[src/rtl/sadc_pkg.sv]
`timescale 1ns/1ps
package sadc_pkg;

   typedef enum logic [1:0] {
      ST_IDLE  = 2'd0,
      ST_SHIFT = 2'd1,
      ST_TAIL  = 2'd2,
      ST_GAP   = 2'd3
   } fr_state_e;

   localparam int unsigned POWERON_FRAME_LEN = 13;

endpackage

[src/rtl/sadc_half_tick.sv]
`timescale 1ns/1ps
module sadc_half_tick #(
   parameter int unsigned CLK_DIV = 4
) (
   input  logic clk,
   input  logic rst_n,
   input  logic en,
   output logic tick
);
   localparam int unsigned CNT_W = (CLK_DIV > 1) ? $clog2(CLK_DIV) : 1;

   generate
      if (CLK_DIV == 1) begin : g_direct
         assign tick = en;
      end else begin : g_count
         logic [CNT_W-1:0] cnt_q;
         always_ff @(posedge clk or negedge rst_n) begin
            if (!rst_n)                            cnt_q <= '0;
            else if (!en)                          cnt_q <= '0;
            else if (cnt_q == CNT_W'(CLK_DIV - 1)) cnt_q <= '0;
            else                                   cnt_q <= cnt_q + 1'b1;
         end
         assign tick = en && (cnt_q == CNT_W'(CLK_DIV - 1));
      end
   endgenerate
endmodule

[src/rtl/sadc_pwr_gate.sv]
`timescale 1ns/1ps
module sadc_pwr_gate #(
   parameter int unsigned PWRUP_CYCLES = 50000
) (
   input  logic clk,
   input  logic rst_n,
   input  logic pwr_down_req,
   output logic pd,
   output logic pwr_ok
);
   localparam int unsigned CNT_W = (PWRUP_CYCLES > 0) ? $clog2(PWRUP_CYCLES + 1) : 1;

   logic pd_q;

   always_ff @(posedge clk or negedge rst_n) begin
      if (!rst_n) pd_q <= 1'b0;
      else        pd_q <= pwr_down_req;
   end
   assign pd = pd_q;

   generate
      if (PWRUP_CYCLES == 0) begin : g_nowait
         assign pwr_ok = !pd_q && !pwr_down_req;
      end else begin : g_wait
         logic [CNT_W-1:0] wait_q;
         always_ff @(posedge clk or negedge rst_n) begin
            if (!rst_n)            wait_q <= CNT_W'(PWRUP_CYCLES);
            else if (pd_q)         wait_q <= CNT_W'(PWRUP_CYCLES);
            else if (wait_q != '0) wait_q <= wait_q - 1'b1;
         end
         assign pwr_ok = !pd_q && !pwr_down_req && (wait_q == '0);
      end
   endgenerate
endmodule

[src/rtl/sadc_busy_track.sv]
`timescale 1ns/1ps
module sadc_busy_track (
   input  logic clk,
   input  logic rst_n,
   input  logic set_i,
   input  logic abort_i,
   input  logic eoc_i,
   output logic busy
);
   always_ff @(posedge clk or negedge rst_n) begin
      if (!rst_n)                busy <= 1'b0;
      else if (set_i)            busy <= 1'b1;
      else if (abort_i || eoc_i) busy <= 1'b0;
   end
endmodule

[src/rtl/sadc_frame_seq.sv]
`timescale 1ns/1ps
module sadc_frame_seq
   import sadc_pkg::*;
#(
   parameter int unsigned CMD_W   = 8,
   parameter int unsigned RES_W   = 13,
   parameter int unsigned LEN_W   = 4,
   parameter int unsigned DEF_LEN = 13
) (
   input  logic             clk,
   input  logic             rst_n,
   input  logic             start,
   input  logic             start_prog,
   input  logic [CMD_W-1:0] start_cmd,
   input  logic [LEN_W-1:0] start_len,
   input  logic             start_abort,
   input  logic             half_tick,
   input  logic             adc_do,
   input  logic             adc_dor,
   output logic             idle,
   output logic             active,
   output logic             done_prog,
   output logic             cs_n,
   output logic             sclk,
   output logic             di,
   output logic             conv,
   output logic             res_valid,
   output logic [RES_W-1:0] res_data,
   output logic             res_invalid,
   output logic             res_dor_err
);
   fr_state_e        st_q;
   logic [LEN_W-1:0] frame_len_q, bit_idx_q, pend_len_q;
   logic [CMD_W-1:0] cmd_sr_q;
   logic [RES_W-1:0] res_sr_q;
   logic             pend_prog_q, pend_ok_q, abort_q, gap_q;
   logic             last_bit;

   assign idle      = (st_q == ST_IDLE);
   assign active    = !idle;
   assign last_bit  = (bit_idx_q == frame_len_q - 1'b1);
   assign done_prog = (st_q == ST_TAIL) && half_tick && pend_prog_q;

   always_ff @(posedge clk or negedge rst_n) begin
      if (!rst_n) begin
         st_q        <= ST_IDLE;
         cs_n        <= 1'b1;
         sclk        <= 1'b0;
         di          <= 1'b0;
         conv        <= 1'b1;
         frame_len_q <= LEN_W'(DEF_LEN);
         bit_idx_q   <= '0;
         pend_len_q  <= '0;
         cmd_sr_q    <= '0;
         res_sr_q    <= '0;
         pend_prog_q <= 1'b0;
         pend_ok_q   <= 1'b0;
         abort_q     <= 1'b0;
         gap_q       <= 1'b0;
         res_valid   <= 1'b0;
         res_data    <= '0;
         res_invalid <= 1'b0;
         res_dor_err <= 1'b0;
      end else begin
         res_valid <= 1'b0;
         unique case (st_q)
            ST_IDLE: begin
               if (start) begin
                  cs_n        <= 1'b0;
                  conv        <= !start_prog;
                  di          <= start_prog && start_cmd[CMD_W-1];
                  cmd_sr_q    <= start_cmd << 1;
                  res_sr_q    <= '0;
                  bit_idx_q   <= '0;
                  pend_prog_q <= start_prog;
                  pend_len_q  <= start_len;
                  pend_ok_q   <= (start_len != '0) && (start_len <= LEN_W'(RES_W));
                  abort_q     <= start_abort;
                  st_q        <= ST_SHIFT;
               end
            end
            ST_SHIFT: begin
               if (half_tick) begin
                  if (!sclk) begin
                     res_sr_q <= {res_sr_q[RES_W-2:0], adc_do};
                     sclk     <= 1'b1;
                  end else begin
                     sclk <= 1'b0;
                     if (last_bit) begin
                        st_q <= ST_TAIL;
                     end else begin
                        bit_idx_q <= bit_idx_q + 1'b1;
                        di        <= pend_prog_q && cmd_sr_q[CMD_W-1];
                        cmd_sr_q  <= cmd_sr_q << 1;
                     end
                  end
               end
            end
            ST_TAIL: begin
               if (half_tick) begin
                  cs_n        <= 1'b1;
                  conv        <= 1'b1;
                  di          <= 1'b0;
                  res_valid   <= 1'b1;
                  res_data    <= res_sr_q;
                  res_invalid <= abort_q;
                  res_dor_err <= !adc_dor;
                  if (pend_prog_q && pend_ok_q) frame_len_q <= pend_len_q;
                  gap_q       <= 1'b0;
                  st_q        <= ST_GAP;
               end
            end
            ST_GAP: begin
               if (half_tick) begin
                  if (gap_q) st_q  <= ST_IDLE;
                  else       gap_q <= 1'b1;
               end
            end
            default: st_q <= ST_IDLE;
         endcase
      end
   end
endmodule

[src/rtl/sadc_host.sv]
`timescale 1ns/1ps
module sadc_host
   import sadc_pkg::*;
#(
   parameter  int unsigned CLK_DIV      = 4,
   parameter  int unsigned PWRUP_CYCLES = 50000,
   parameter  int unsigned CMD_W        = 8,
   parameter  int unsigned RES_W        = 13,
   parameter  int unsigned DEF_LEN      = POWERON_FRAME_LEN,
   localparam int unsigned LEN_W        = $clog2(RES_W + 1)
) (
   input  logic             clk,
   input  logic             rst_n,
   input  logic             req_valid,
   output logic             req_ready,
   input  logic             req_prog,
   input  logic [CMD_W-1:0] req_cmd,
   input  logic [LEN_W-1:0] req_len,
   input  logic             req_abort,
   input  logic             pwr_down_req,
   output logic             adc_cs_n,
   output logic             adc_sclk,
   output logic             adc_di,
   output logic             adc_conv,
   output logic             adc_pd,
   input  logic             adc_do,
   input  logic             adc_dor,
   input  logic             adc_eoc,
   output logic             res_valid,
   output logic [RES_W-1:0] res_data,
   output logic             res_invalid,
   output logic             res_dor_err
);
   generate
      if (CLK_DIV < 1) begin : g_bad_div
         $error("CLK_DIV must be at least 1");
      end
      if (CMD_W < 1) begin : g_bad_cmd
         $error("CMD_W must be at least 1");
      end
      if (RES_W < 2) begin : g_bad_res
         $error("RES_W must be at least 2");
      end
      if (DEF_LEN < 1 || DEF_LEN > RES_W) begin : g_bad_len
         $error("DEF_LEN must lie in 1..RES_W");
      end
   endgenerate

   logic seq_idle, seq_active, half_tick, pwr_ok, busy, start, done_prog;

   assign req_ready = seq_idle && pwr_ok && (!busy || req_abort);
   assign start     = req_valid && req_ready;

   sadc_half_tick #(.CLK_DIV(CLK_DIV)) tick_i (
      .clk (clk), .rst_n (rst_n), .en (seq_active), .tick (half_tick)
   );

   sadc_pwr_gate #(.PWRUP_CYCLES(PWRUP_CYCLES)) pwr_i (
      .clk (clk), .rst_n (rst_n), .pwr_down_req (pwr_down_req),
      .pd (adc_pd), .pwr_ok (pwr_ok)
   );

   sadc_busy_track busy_i (
      .clk (clk), .rst_n (rst_n), .set_i (done_prog),
      .abort_i (start && busy), .eoc_i (adc_eoc), .busy (busy)
   );

   sadc_frame_seq #(
      .CMD_W (CMD_W), .RES_W (RES_W), .LEN_W (LEN_W), .DEF_LEN (DEF_LEN)
   ) seq_i (
      .clk         (clk),
      .rst_n       (rst_n),
      .start       (start),
      .start_prog  (req_prog),
      .start_cmd   (req_cmd),
      .start_len   (req_len),
      .start_abort (busy),
      .half_tick   (half_tick),
      .adc_do      (adc_do),
      .adc_dor     (adc_dor),
      .idle        (seq_idle),
      .active      (seq_active),
      .done_prog   (done_prog),
      .cs_n        (adc_cs_n),
      .sclk        (adc_sclk),
      .di          (adc_di),
      .conv        (adc_conv),
      .res_valid   (res_valid),
      .res_data    (res_data),
      .res_invalid (res_invalid),
      .res_dor_err (res_dor_err)
   );
endmodule

[config.mk]
export PLATFORM = sky130hd
export DESIGN_NAME = sadc_host
export DESIGN_NICKNAME = d
export VERILOG_FILES = /design/src/rtl/sadc_pkg.sv /design/src/rtl/sadc_half_tick.sv /design/src/rtl/sadc_pwr_gate.sv /design/src/rtl/sadc_busy_track.sv /design/src/rtl/sadc_frame_seq.sv /design/src/rtl/sadc_host.sv
export SDC_FILE = /design/constraint.sdc
export NUM_CORES = 1
export LEC_CHECK = 0
export ABC_CLOCK_PERIOD_IN_PS = 6100
export BUFFER_PORTS_ARGS = -buffer_cell sky130_fd_sc_hd__buf_2
export CORE_AREA = 2 2 88 132
export DETAILED_ROUTE_END_ITERATION = 8
export DIE_AREA = 0 0 90 134
export PLACE_DENSITY = 0.52
export SLEW_MARGIN = 20
export SYNTH_ARGS = -nofsm -noshare
export SYNTH_HDL_FRONTEND = slang
export SYNTH_SLANG_ARGS = --single-unit
[constraint.sdc]
create_clock -name clk -period 6.1 [get_ports clk]
set_input_delay 0.915 -clock clk [delete_from_list [all_inputs] [get_ports clk]]
set_output_delay 0.915 -clock clk [all_outputs]
set_load 0.01 [all_outputs]
==> impl_metrics.tcl, run 1 <==
set metrics [dict create \
    status "complete, no violations" \
    synthFlopType "dfrtp_1" \
    clock_power_share_pct 48.7 \
    drt_iter0_markers 130 \
    route.detailed.wl_per_inst_um 14.2 \
    num_io_pins 43 \
    pwr_density_cell_nw_per_um2 260 \
    routed_wl_mm 7.50 \
    syn_area_um2 3710 \
    grt.overflow.total 0 \
    ys_warn_count 0 \
    grt_pass1_vias 2546 \
    worstPathRequired_ps 5180 \
    peakVddDrop_mv 0.142 \
    vias_per_cell 4.84 \
    synth_edf_count 0 \
    max_freq_mhz 313 \
    drive_above_1_share_pct 23.7 \
    leakage_nw 1.94 \
    ys_ff_latch 78 \
    dp.cells 511 \
    hold_path_class "flop to flop" \
    max_slew_margin_pct 40.6 \
    combPwrFrac_pct 3.9 \
    min_period_ps 3190 \
    drv_slew 0 \
    place_hpwl_mm 5.10 \
    core_region_area_um2 10900 \
    cts_buffers 9 \
    critPathKind "flop to primary output" \
    die_x_um 90 \
    synth_cell_type_count 56 \
    drc 0 \
    fp.dieH_um 134 \
    cts_max_level 3 \
    syn_area_per_cell_um2 11.1 \
    rows 47 \
    clock_skew_ps 8.35 \
    antenna_found_initial 0 \
    post_cts_buffers 0 \
    cts_hold_buf 0 \
    clockBufferDepth 2 \
    synth.top_cell.area_share_pct 45.2 \
    power_mw 1.13 \
    yosysMostFrequentCell "dfrtp_1" \
    finalHoldViolCount 0 \
    postLayoutCoreUtil_pct 39.9 \
    routed-via-count 2549 \
    fill_cells 1114 \
    whs_ps 432 \
    initial_utilization_pct 33.9 \
    grt_pass1_wl_mm 12.7 \
    start_kind "flop" \
    switching_share_pct 21.2 \
    synthTopCellsByArea "dfrtp_1 (45%), dfstp_2 (7.8%), mux2i_1 (3.8%)" \
    dieArea_um2 12100 \
    place_ws_ps 3030 \
    final-setup-viol-count 0 \
    timing.final.crit_share_pct 52.3 \
    cts_resized 0 \
    cts_tree "yes" \
    dr.pass1.iters 4 \
    power_switching_uw 240 \
    fin_area_um2 4360 \
    synthesis.nets 365 \
    netlist_top_cells_count "dfrtp_1 (67), nand2_1 (35), inv_1 (27)" \
    path_clk_slew_ps 50 \
    cts_root_buf "clkbuf_16" \
    power.share.sequential_pct 47.4 \
    synthToLayoutAreaGrowth_pct 17.6 \
    synthCells 335 \
    grt_use_total_pct 13.2 \
    tns_ps 0 \
    insertion_delay_ps 340 \
    worstMarginPinSlew_ps 889 \
    critPathMaxFanout 11 \
    antenna_left 0 \
    nets 405 \
    fin_cells 527 \
    maxCapViolations 0 \
    worst_setup_path_end_kind "primary output" \
    cts_sinks 78 \
    async_flop_share_pct 100 \
    placed_area_um2 4040 \
    place_congestion 0.759 \
    synth_largest_area_cell "dfrtp_1" \
    ys_seq_area_share_pct 53.0 \
    grt_max_degree 79 \
    p_int_uw 894 \
    io_buffers 42 \
    grt_setup_unrepaired "no" \
    fin_ws_ps 2910 \
    diodes 0 \
    critPathArrivalTime_ps 2270 \
]
## power groups by stage
| stage | combinational, mW | sequential, mW | clock (mW) |
|---|---|---|---|
| 4_1_cts | 0.0454 | 0.538 | 0.568 |
| 3_3_place_gp | 0.0444 | 0.547 | 0 |
| 2_1_floorplan | 0.0226 | 0.544 | 0 |
| 6_report | 0.0439 | 0.538 | 0.552 |
| 3_5_place_dp | 0.0451 | 0.547 | 0 |
| 5_1_grt | 0.0511 | 0.539 | 0.587 |
## area by class of cell
class | instances | area (um2) | area share [%]
clock buffers | 13 | 270 | 6.20
repair buffers | 43 | 224 | 5.14
clock inverters | 3 | 42.5 | 0.976
inverters | 27 | 101 | 2.32
well taps | 147 | 184 | 4.22
multi-input cells | 216 | 1570 | 36.1
flip-flops and latches | 78 | 1970 | 45.1
## critical path, cell delays in order (launching register included)
cell     delay [ps]
dfrtp_1         410
inv_1            90
ha_1            150
or3b_1          400
nor4_4          490
and3_1          260
buf_2           130
## placed cells by master (no fill, tap or decap), types with 3 or more instances in the layout
cell type / count
ha_1: 9
nor2_1: 12
xor2_1: 3
o21ai_0: 20
nor4_1: 4
o21a_1: 6
nand2_1: 35
nand3_1: 7
inv_1: 27
o32a_1: 6
a21oi_1: 6
dfstp_2: 11
clkbuf_16: 9
a211oi_1: 4
clkbuf_8: 3
nand2b_1: 6
or4_1: 4
mux2_2: 11
xnor2_1: 11
nor3_1: 9
o21bai_1: 3
buf_2: 41
mux2i_1: 14
o211ai_1: 5
nor2b_1: 3
dfrtp_1: 67
or2_2: 3
## path summary, 6_finish.rpt
path,from,to,slack [ps],cells past startpoint
hold / removal,tick_i.g_count.cnt_q[0]$_DFF_PN0_,tick_i.g_count.cnt_q[0]$_DFF_PN0_,430,1
setup reg to reg,pwr_i.g_wait.wait_q[0]$_DFFE_PN0P_,seq_i.res_sr_q[2]$_DFFE_PN0P_,3060,7
min in group asynchronous,rst_n,pwr_i.g_wait.wait_q[2]$_DFFE_PN0P_,610,1
max in group asynchronous,rst_n,seq_i.res_data[12]$_DFFE_PN0P_,5000,1
setup / recovery,pwr_i.g_wait.wait_q[0]$_DFFE_PN0P_,req_ready,2910,6
hold reg to reg,tick_i.g_count.cnt_q[0]$_DFF_PN0_,tick_i.g_count.cnt_q[0]$_DFF_PN0_,430,1
## logic make-up (layout without fill, tap and decap cells)
kind of cell	Yosys count	count (layout)	synth area share, %
xor gates and xnor gates	15	15	3.91
muxes	27	27	7.73
buffers and inverters	41	86	4.59
AOI/OAI and AO/OA	67	67	13.1
DFF	78	78	53.0
and+or+nand+nor	98	98	14.6
adders and majority gates	9	9	3.04
## flip-flops by register name (all words and copies together), names as in the netlist, 2 cells and up
name	count
seq_i.bit_idx_q	4
seq_i.cmd_sr_q	7
seq_i.frame_len_q	4
seq_i.res_sr_q	13
pwr_i.g_wait.wait_q	16
tick_i.g_count.cnt_q	2
seq_i.pend_len_q	4
seq_i.res_data	13
seq_i.st_q	2
## per-layer routing
layer	GRT usage, %	part of all wire (%)	routed length (um)	vias to the layer above
met2	22.3	51	3840	37
met3	2.13	2.6	197	10
met4	6.67	2.1	159	0
li1	-	-	-	1253
met1	16.3	44	3300	1249
met5	0	0	0	-
(Power assumes the default switching activity.)
==> inputs of run 2 (changes only) <==
Settings changed: ABC_AREA from default to 1, ABC_CLOCK_PERIOD_IN_PS 6100 to 2850, CORE_AREA 2 2 88 132 to 2 2 90 136, DIE_AREA 0 0 90 134 to 0 0 92 138, PLACE_DENSITY 0.52 to 0.54.
Clock period 6.1 ns to 2.85 ns, I/O delays scaled along.
==> impl_metrics.tcl, run 2 <==
set metrics [dict create \
    final-setup-viol-count 0 \
    pwr_density_cell_nw_per_um2 788 \
    critPathArrivalTime_ps 2150 \
    post_cts_buffers 0 \
    synthFlopType "dfrtp_1" \
    grt_pass1_wl_mm 14.6 \
    rr_worst_depth 11 \
    insertion_delay_ps 340 \
    cts_hold_buf 0 \
    fin_ws_ps 268 \
    maxCapViolations 0 \
    place_hpwl_mm 6.30 \
    clock_skew_ps 9.38 \
    dieArea_um2 12700 \
    finalHoldViolCount 0 \
    initial_utilization_pct 34.0 \
    diodes 0 \
    rows 49 \
    synthToLayoutAreaGrowth_pct 17.2 \
    cts_sinks 78 \
    io_buffers 42 \
    p_int_mw 2.39 \
    top_register "pwr_i.g_wait.wait_q" \
    vias_per_cell 4.64 \
    clock_power_share_pct 34.2 \
    cts_tree "yes" \
    postLayoutCoreUtil_pct 39.8 \
    largest_register_ffs 16 \
    routed_wl_mm 8.87 \
    routed-via-count 3160 \
    crit_family "simple AND/OR/NAND/NOR gates" \
    synthTopCellsByArea "dfrtp_1 (42%), nand2_1 (16%), dfstp_2 (7.3%)" \
    grt_max_degree 79 \
    reg2reg_slack_ps 490 \
    layout_common_cells "nand2_1 (170), dfrtp_1 (67), inv_1 (43)" \
    max_slew_margin_pct 50.6 \
    power_mw 3.65 \
    hold_path_class "input port to asynchronous set/reset pin" \
    crit_buf_inv 2 \
    cts_buffers 9 \
    dr.pass1.iters 4 \
    syn_area_um2 3960 \
    syn_area_per_cell_um2 8.24 \
    min_period_ps 2580 \
    clockBufferDepth 2 \
    grt_pass1_vias 3027 \
    synth_largest_area_cell "dfrtp_1" \
    antenna_found_initial 0 \
    leakage_nw 2.37 \
    cts_root_buf "clkbuf_16" \
    combPwrFrac_pct 28.1 \
    fp.dieH_um 138 \
    peakVddDrop_mv 0.438 \
    place_ws_ps 505 \
    drive_above_1_share_pct 24.4 \
    power_switching_mw 1.27 \
    antenna_left 0 \
    drv_slew 0 \
    nets 554 \
    netlist_top_cells_count "nand2_1 (170), dfrtp_1 (67), inv_1 (43)" \
    path_common_cell "nand2_1" \
    cpPeakStageDelay_ps 380 \
    crit_chain "inv_1, ha_1, nand2_1, nor2_1, nand2_1, nor2_4, nand2_1, nor4_1, buf_2" \
    reg_top3 "pwr_i.g_wait.wait_q: 16 flops, seq_i.res_data: 13 flops, seq_i.res_sr_q: 13 flops" \
    num_io_pins 43 \
    start_kind "flop" \
    reg2reg_from "pwr_i.g_wait.wait_q[0]$_DFFE_PN0P_" \
    ys_ff_latch 78 \
    critPathMaxFanout 8 \
    synth.top_cell.area_share_pct 42.4 \
    route.detailed.wl_per_inst_um 13.0 \
    grt_setup_unrepaired "no" \
    max_freq_mhz 387 \
    synthCells 480 \
    yosysMostFrequentCell "nand2_1" \
    place_congestion 0.924 \
    tns_ps 0 \
    synth_cell_type_count 34 \
    reg2reg_to "seq_i.res_sr_q[4]$_DFFE_PN0P_" \
    worst_setup_path_end_kind "primary output" \
    cts_resized 0 \
    critPathKind "flop to primary output" \
    timing.final.crit_share_pct 90.6 \
    worstPathRequired_ps 2420 \
    grt.overflow.total 0 \
    ys_seq_area_share_pct 49.7 \
    drc 0 \
    power.share.sequential_pct 37.7 \
    path_clk_slew_ps 60 \
    switching_share_pct 34.7 \
    grt_use_total_pct 14.7 \
    async_flop_share_pct 100 \
    die_x_um 92 \
    critPathSlowestCell "dfrtp_1" \
    worstMarginPinSlew_ps 741 \
    ys_warn_count 0 \
    synthesis.nets 510 \
    synth_edf_count 0 \
    final_common_cell "nand2_1" \
    cts_max_level 3 \
    core_region_area_um2 11600 \
    status "complete, no violations" \
    drt_iter0_markers 109 \
]
## run 2: cell count changes in the layout (fill, tap and decap cells not counted), sizes merged, moves of 5 or more
cell	previous run	this run
nand4	2	9
o21a	6	0
mux2i	14	0
nand3	7	21
xnor2	11	1
nor2	12	28
xor2	3	8
nand2b	6	0
o21ai	20	41
inv	27	60
o32a	6	0
mux2	13	1
nand2	35	185
## run 2: cell families after synthesis
kind of cell	synth area share, %
fa+ha+maj	2.85
mux	0.285
flops	49.7
buf+inv	7.65
xor+xnor	1.99
simple gates	28.5
compound gates	9.07
## run 2: worst max-delay path by stage
stage | start | endpoint | slack, ps | cells past startpoint
detailed placement | pwr_i.g_wait.wait_q[0]$_DFFE_PN0P_ | seq_i.res_sr_q[3]$_DFFE_PN0P_ | 510 | 11
finish | pwr_i.g_wait.wait_q[0]$_DFFE_PN0P_ | req_ready | 270 | 9
global placement | pwr_i.g_wait.wait_q[0]$_DFFE_PN0P_ | seq_i.res_sr_q[3]$_DFFE_PN0P_ | 610 | 11
CTS | pwr_i.g_wait.wait_q[0]$_DFFE_PN0P_ | req_ready | 270 | 9
global route | pwr_i.g_wait.wait_q[0]$_DFFE_PN0P_ | req_ready | 150 | 9
floorplan | pwr_i.g_wait.wait_q[0]$_DFFE_PN0P_ | req_ready | 880 | 8
## run 2: cell type report
class,count,area [um2]
well taps,153,191
multi-input cells,329,1690
fillers,1222,7010
clock inverters,4,70.1
flip-flops and latches,78,1970
inverters,61,229
clock buffers,11,253
repair buffers,45,239
## run 2: through the flow
| stage | std cells | hold WS, ps | area (um2) |
|---|---|---|---|
| after floorplan | 480 | 132 | 3960 |
| after global placement | 666 | 428 | 4310 |
| after detailed placement | 666 | 432 | 4310 |
| after CTS | 681 | 231 | 4630 |
| after global routing | 681 | 193 | 4640 |
| final | 681 | 97.9 | 4640 |
## run 2: power by group through the flow
stage | logic, mW | clock network [mW] | registers (mW)
floorplan | 0.815 | 0 | 1.39
global placement | 1.02 | 0 | 1.39
detailed placement | 1.04 | 0 | 1.40
CTS | 1.04 | 1.29 | 1.38
global route | 1.16 | 1.34 | 1.40
finish | 1.03 | 1.25 | 1.38
## run 2: layer usage
metal,global-route usage [%],wire (um),vias to the layer above
met3,2.89,248,19
met5,0,0,-
met4,8.72,321,0
met2,24.3,4460,62
li1,-,-,1602
met1,17.4,3840,1477
